$ cat src/rtl/bdp_pkg.sv
// Shared encodings for the static branch direction predictor.
package bdp_pkg;
    // Compiler hint encoding carried with each decoded branch.
    typedef enum logic [1:0] {
        HINT_NONE  = 2'b00,
        HINT_NOT   = 2'b01,
        HINT_TAKE  = 2'b10,
        HINT_RSVD  = 2'b11
    } hint_e;
endpackage

$ cat src/rtl/bdp_addr_gen.sv
// Computes the branch target and the fall-through address.
// Assumes word-aligned instructions (4 bytes) and AW > DW + 2.
module bdp_addr_gen #(
    parameter int AW = 32,
    parameter int DW = 16
) (
    input  logic [AW-1:0] pc,
    input  logic [DW-1:0] disp,
    output logic [AW-1:0] tgt,
    output logic [AW-1:0] seq
);
    localparam int EXT_W = AW - DW - 2;

    logic [AW-1:0] offs;

    // Sign-extend the word displacement and scale it to bytes.
    always_comb offs = {{EXT_W{disp[DW-1]}}, disp, 2'b00};

    // Both candidate fetch addresses, modulo 2^AW.
    always_comb begin
        tgt = pc + offs;
        seq = pc + AW'(4);
    end
endmodule

$ cat src/rtl/bdp_dir_rule.sv
// Static direction rule: unconditional -> taken; hint when meaningful;
// otherwise backward taken, forward not taken.
// Assumes the inputs are only meaningful while valid is high.
module bdp_dir_rule #(
    parameter bit USE_HINT = 1'b1
) (
    input  logic       valid,
    input  logic       uncond,
    input  logic       disp_neg,
    input  logic [1:0] hint,
    output logic       taken
);
    import bdp_pkg::*;

    logic cond_dir;

    generate
        if (USE_HINT) begin : g_hint
            // Hint overrides the sign rule; none/reserved fall back to it.
            always_comb begin
                unique case (hint_e'(hint))
                    HINT_TAKE: cond_dir = 1'b1;
                    HINT_NOT:  cond_dir = 1'b0;
                    default:   cond_dir = disp_neg;
                endcase
            end
        end else begin : g_sign_only
            logic unused_hint;
            // Sign rule only; the hint is dropped.
            always_comb begin
                cond_dir    = disp_neg;
                unused_hint = ^hint;
            end
        end
    endgenerate

    // Final direction for the decoded instruction.
    always_comb taken = valid && (uncond || cond_dir);
endmodule

$ cat src/rtl/bdp_resolve.sv
// Holds the last decoded branch for one cycle, compares it with the
// reported outcome, and raises a registered flush plus redirect address.
// Assumes the outcome arrives exactly one cycle after decode.
module bdp_resolve #(
    parameter int AW = 32,
    parameter int CW = 16
) (
    input  logic          clk,
    input  logic          rst_n,
    input  logic          dec_valid,
    input  logic          dec_cond,
    input  logic          dec_pred,
    input  logic [AW-1:0] dec_tgt,
    input  logic [AW-1:0] dec_seq,
    input  logic          res_valid,
    input  logic          res_taken,
    output logic          flush,
    output logic [AW-1:0] redirect,
    output logic [CW-1:0] total,
    output logic [CW-1:0] miss
);
    logic          pend_v, pend_cond, pend_pred;
    logic [AW-1:0] pend_tgt, pend_seq;
    logic          resolve, mismatch;

    // An outcome applies only when a branch was decoded last cycle.
    always_comb begin
        resolve  = res_valid && pend_v;
        mismatch = resolve && (res_taken != pend_pred);
    end

    // Record the branch decoded this cycle for next cycle's compare.
    always_ff @(posedge clk) begin
        if (!rst_n) begin
            pend_v    <= 1'b0;
            pend_cond <= 1'b0;
            pend_pred <= 1'b0;
            pend_tgt  <= '0;
            pend_seq  <= '0;
        end else begin
            pend_v <= dec_valid;
            if (dec_valid) begin
                pend_cond <= dec_cond;
                pend_pred <= dec_pred;
                pend_tgt  <= dec_tgt;
                pend_seq  <= dec_seq;
            end
        end
    end

    // Registered flush pulse and corrected address on a mismatch.
    always_ff @(posedge clk) begin
        if (!rst_n) begin
            flush    <= 1'b0;
            redirect <= '0;
        end else begin
            flush <= mismatch;
            if (mismatch) redirect <= res_taken ? pend_tgt : pend_seq;
        end
    end

    // Resolved and mispredicted conditional branch counters.
    always_ff @(posedge clk) begin
        if (!rst_n) begin
            total <= '0;
            miss  <= '0;
        end else begin
            if (resolve && pend_cond)  total <= total + CW'(1);
            if (mismatch && pend_cond) miss  <= miss + CW'(1);
        end
    end
endmodule

$ cat src/rtl/branch_dir_predict.sv
// Top of the static branch direction predictor: same-cycle direction and
// next fetch address, one-cycle-later resolve with registered flush.
// Assumes pc_i is word aligned and AW > DW + 2.
module branch_dir_predict #(
    parameter int AW       = 32,
    parameter int DW       = 16,
    parameter int CW       = 16,
    parameter bit USE_HINT = 1'b1
) (
    input  logic          clk,
    input  logic          rst_n,
    input  logic [AW-1:0] pc_i,
    input  logic          br_valid_i,
    input  logic          br_uncond_i,
    input  logic [DW-1:0] disp_i,
    input  logic [1:0]    hint_i,
    input  logic          res_valid_i,
    input  logic          res_taken_i,
    output logic          pred_taken_o,
    output logic [AW-1:0] next_pc_o,
    output logic          flush_o,
    output logic [AW-1:0] redirect_pc_o,
    output logic [CW-1:0] cond_total_o,
    output logic [CW-1:0] cond_miss_o
);
    logic [AW-1:0] tgt, seq;
    logic          taken;

    bdp_addr_gen #(.AW(AW), .DW(DW)) u_addr (
        .pc   (pc_i),
        .disp (disp_i),
        .tgt  (tgt),
        .seq  (seq)
    );

    bdp_dir_rule #(.USE_HINT(USE_HINT)) u_dir (
        .valid    (br_valid_i),
        .uncond   (br_uncond_i),
        .disp_neg (disp_i[DW-1]),
        .hint     (hint_i),
        .taken    (taken)
    );

    bdp_resolve #(.AW(AW), .CW(CW)) u_res (
        .clk       (clk),
        .rst_n     (rst_n),
        .dec_valid (br_valid_i),
        .dec_cond  (!br_uncond_i),
        .dec_pred  (taken),
        .dec_tgt   (tgt),
        .dec_seq   (seq),
        .res_valid (res_valid_i),
        .res_taken (res_taken_i),
        .flush     (flush_o),
        .redirect  (redirect_pc_o),
        .total     (cond_total_o),
        .miss      (cond_miss_o)
    );

    // Steer fetch to the target or the fall-through address.
    always_comb begin
        pred_taken_o = taken;
        next_pc_o    = taken ? tgt : seq;
    end
endmodule

$ cat config.mk
export PLATFORM = sky130hd
export DESIGN_NAME = branch_dir_predict
export DESIGN_NICKNAME = d
export VERILOG_FILES = /design/src/rtl/bdp_pkg.sv /design/src/rtl/bdp_addr_gen.sv /design/src/rtl/bdp_dir_rule.sv /design/src/rtl/bdp_resolve.sv /design/src/rtl/branch_dir_predict.sv
export SDC_FILE = /design/constraint.sdc
export NUM_CORES = 1
export LEC_CHECK = 0
export BUFFER_PORTS_ARGS = -buffer_cell sky130_fd_sc_hd__buf_2
export CORE_MARGIN = 2
export CORE_UTILIZATION = 35
export CTS_CLUSTER_DIAMETER = 30
export DETAILED_ROUTE_END_ITERATION = 16
export SLEW_MARGIN = 40
export SYNTH_ARGS = -nofsm -noshare
export SYNTH_HDL_FRONTEND = slang
export SYNTH_SLANG_ARGS = --single-unit
$ cat constraint.sdc
create_clock -name clk -period 3.4 [get_ports clk]
set_input_delay 0.68 -clock clk [delete_from_list [all_inputs] [get_ports clk]]
set_output_delay 0.68 -clock clk [all_outputs]
set_load 0.01 [all_outputs]
==> impl_metrics.py <==
metrics = {
    "pwr": {
        "p_int_mw": 3.244,
        "vdd_drop_max_v": 0.0003704,
        "total_power_mw": 4.675,
        "clockPowerShare_pct": 37.9,
        "power.share.combinational_pct": 26.8,
        "power_density_nw_per_um2": 426.4,
        "power.leakage_nw": 4.648,
        "switching_share_pct": 30.60,
        "seqPwrFrac_pct": 35.3,
        "p_sw_mw": 1.431,
    },
    "setup_path": {
        "path_buf_inv": 3,
        "path_max_fanout": 3,
        "slowest_delay_ns": 0.35,
        "critPathKind": "primary input to output port",
        "slowest_stage": "a211o_1",
        "crit_start": "pc_i[2]",
        "crit_path_start_kind": "primary input",
        "cp-end-kind": "output port",
        "cp_top_family": "compound AO/OA/AOI/OAI gates",
        "cp_cell_sequence": "buf_8 -> ha_4 -> inv_2 -> fa_2 -> nand2b_4 -> a21o_4 -> a31oi_4 -> nand3_4 -> a211o_1 -> mux2i_1 -> nor2_1 -> buf_2",
        "r2r_start": "u_res.pend_pred$_SDFFE_PN0P_",
        "crit_arrival_ns": 2.70,
        "crit_required_ns": 2.72,
    },
    "sta": {
        "setup_viol": 0,
        "clock.fmax_mhz": 295.6,
        "fin_ws_ns": 0.01758,
        "timing.final.crit_share_pct": 99.48,
        "post-route-min-period_ns": 3.382,
        "slew_viol_final": 0,
        "whs_ns": 0.4482,
        "rsz0062_at_grt": "yes",
        "skew_ns": 0.009861,
        "tightest_slew_ns": 0.6856,
        "timing.slew.headroom_pct": 54.29,
        "final-hold-violation-count": 0,
    },
    "placed_design": {
        "globalplace.congestion": 0.9262,
        "post-place-ws_ns": -0.1687,
        "dp_hpwl_um": 17970,
        "numPortBuffers": 153,
    },
    "floorplanning": {
        "die_width_um": 152.9,
        "ios": 154,
        "rows": 54,
        "start_util_pct": 35.56,
        "die-area_um2": 23380,
        "die_h_um": 152.9,
        "core_um2": 21820,
    },
    "drt": {
        "drtIter0Drc": 443,
        "drc": 0,
        "first_pass_iters": 5,
        "wl_per_cell_um": 15.63,
        "ant_nets": 0,
        "via_per_inst": 5.149,
        "dr_total_vias": 7800,
        "finalWirelength_um": 23680,
    },
    "clock_network": {
        "cts-htree-levels": 4,
        "cts_sinks": 130,
        "insertion_delay_ns": 0.41,
        "cts_buffers": 17,
        "cts_buffer_depth": 2,
        "cts_root_buf": "clkbuf_16",
        "clkTransAtPathRegs_ns": 0.06,
        "cts_hold_buf": 0,
        "cts_tree": "done",
    },
    "synth": {
        "synth_cells": 957,
        "synth_edf_count": 0,
        "avgSynthCellArea_um2": 8.109,
        "synthTopCellsByArea": "dfxtp_1 (34%), mux2i_1 (7.6%), nor2_1 (7.4%), ha_1 (5.3%), a211oi_1 (5.2%)",
        "ys.flop_type": "dfxtp_1",
        "ys_seq_elements": 130,
        "synth_common_cells": "nor2_1 (154), dfxtp_1 (130), nand2_1 (79)",
        "synth_nets": 1047,
        "ys_seq_area_share_pct": 33.54,
        "synth_top_area_share_pct": 33.54,
        "yosysTopAreaCell": "dfxtp_1",
        "syn_area_um2": 7760,
        "synth.most_common_cell": "nor2_1",
        "synthDistinctLibCells": 69,
        "ys.warnings.count": 0,
        "async_flop_share_pct": 0,
    },
    "cells_and_area": {
        "layout-drive-gt1-share_pct": 35.22,
        "num-nets-final": 1312,
        "area_growth_syn_to_layout_pct": 41.28,
        "diodes": 0,
        "final_util_pct": 50.24,
    },
    "global_routing": {
        "grt_first_pass_wirelength_um": 37660,
        "grt_pass1_vias": 7160,
        "overflow": 0,
        "antenna_found_initial": 0,
        "grt.total_usage_pct": 19.79,
        "grt_max_degree": 84,
    },
    "hold_path": {
        "hp-start": "u_res.pend_tgt[30]$_SDFFE_PN0P_",
        "hold_path_class": "flip-flop to flip-flop",
    },
    "job": {
        "max_cap_violations": 0,
    },
    "run_status": {
        "outcome": "completed",
    },
}
timing repair:
action | CTS | global route
resized for setup | 42 | 75
pin swaps | 13 | 39
setup buffers | 5 | 10
endpoints found under the hold margin | 0 | 0
setup endpoints to repair | 16 | 19
worst min-delay path, cell delays in order (launching register included):
cell and delay, ns:
dfxtp_1 0.31, nand2_1 0.05, o21ai_1 0.05
final timing paths:
check	end	slack [ns]	depth (start not counted)
worst max-delay path	next_pc_o[28]	0.02	12
worst min-delay path	u_res.pend_tgt[30]$_SDFFE_PN0P_	0.45	2
worst max register to register	u_res.miss[13]$_SDFFE_PN0P_	1.52	7
worst min register to register	u_res.pend_tgt[30]$_SDFFE_PN0P_	0.45	2
layout make-up:
class	count	area, µm²
Clock inverter	14	142.6
Clock buffer	18	439.2
Multi-Input combinational cell	755	5380
Timing Repair Buffer	304	1994
Fill cell	2129	10860
Sequential cell	130	2603
Inverter	14	53.80
Tap cell	280	350.3
kinds of logic (layout without fill, tap and decap cells):
| kind of cell | Yosys count | after routing | share of synthesized area, % |
|---|---|---|---|
| compound gates | 207 | 207 | 17.53 |
| xor+xnor | 77 | 77 | 8.691 |
| fa+ha+maj | 34 | 34 | 5.579 |
| buf+inv | 72 | 350 | 3.821 |
| flops | 130 | 130 | 33.54 |
| mux | 61 | 61 | 7.949 |
| simple gates | 376 | 376 | 22.90 |
flip-flops by register name (all words and copies together), names as in the netlist:
signal           count
u_res.pend_v         1
u_res.pend_pred      1
u_res.pend_tgt      30
u_res.pend_cond      1
u_res.redirect      32
u_res.miss          16
u_res.pend_seq      32
u_res.total         16
u_res.flush          1
power groups by stage:
stage               Clock, mW  Combinational (mW)  Sequential (mW)
floorplan                   0               0.596             1.68
global placement            0                1.08             1.68
detailed placement          0                1.09             1.68
CTS                      1.82                1.15             1.65
global route             1.89                1.36             1.66
finish                   1.77                1.25             1.65
cell usage in the layout, fill, tap and decap left out, types with 11 or more instances in the layout:
| cell type | synthesis | layout |
|---|---|---|
| a211oi_1 | 54 | 53 |
| a21oi_1 | 58 | 36 |
| a21oi_2 | 0 | 21 |
| and3_1 | 14 | 13 |
| buf_2 | 14 | 144 |
| buf_4 | 2 | 146 |
| clkbuf_16 | 0 | 17 |
| dfxtp_1 | 130 | 130 |
| ha_1 | 33 | 14 |
| ha_4 | 0 | 18 |
| inv_1 | 13 | 11 |
| mux2i_1 | 59 | 59 |
| nand2_1 | 79 | 75 |
| nand3_1 | 45 | 44 |
| nand4_1 | 22 | 22 |
| nor2_1 | 154 | 149 |
| nor3_1 | 13 | 11 |
| o211ai_1 | 12 | 12 |
| o21ai_0 | 34 | 25 |
| o21ai_1 | 8 | 13 |
| xnor2_1 | 37 | 37 |
| xor2_1 | 40 | 37 |
per-layer routing:
layer | GRT usage, % | share of wire [%]
met5 | 0 | 0
met4 | 6.217 | 1.9
met3 | 2.722 | 5.3
met2 | 28.76 | 42
met1 | 30.04 | 51
per-stage QoR:
stage / std cells / TNS, ns / instance area, µm²
after CTS: 1505 / -0.02043 / 10500
after floorplan: 957 / 0 / 7760
after detailed placement: 1468 / -1.194 / 9678
after global routing: 1515 / -0.1871 / 10960
final: 1515 / 0 / 10960
after global placement: 1468 / -1.028 / 9674
Note: power is estimated with default switching activity, not from simulation.
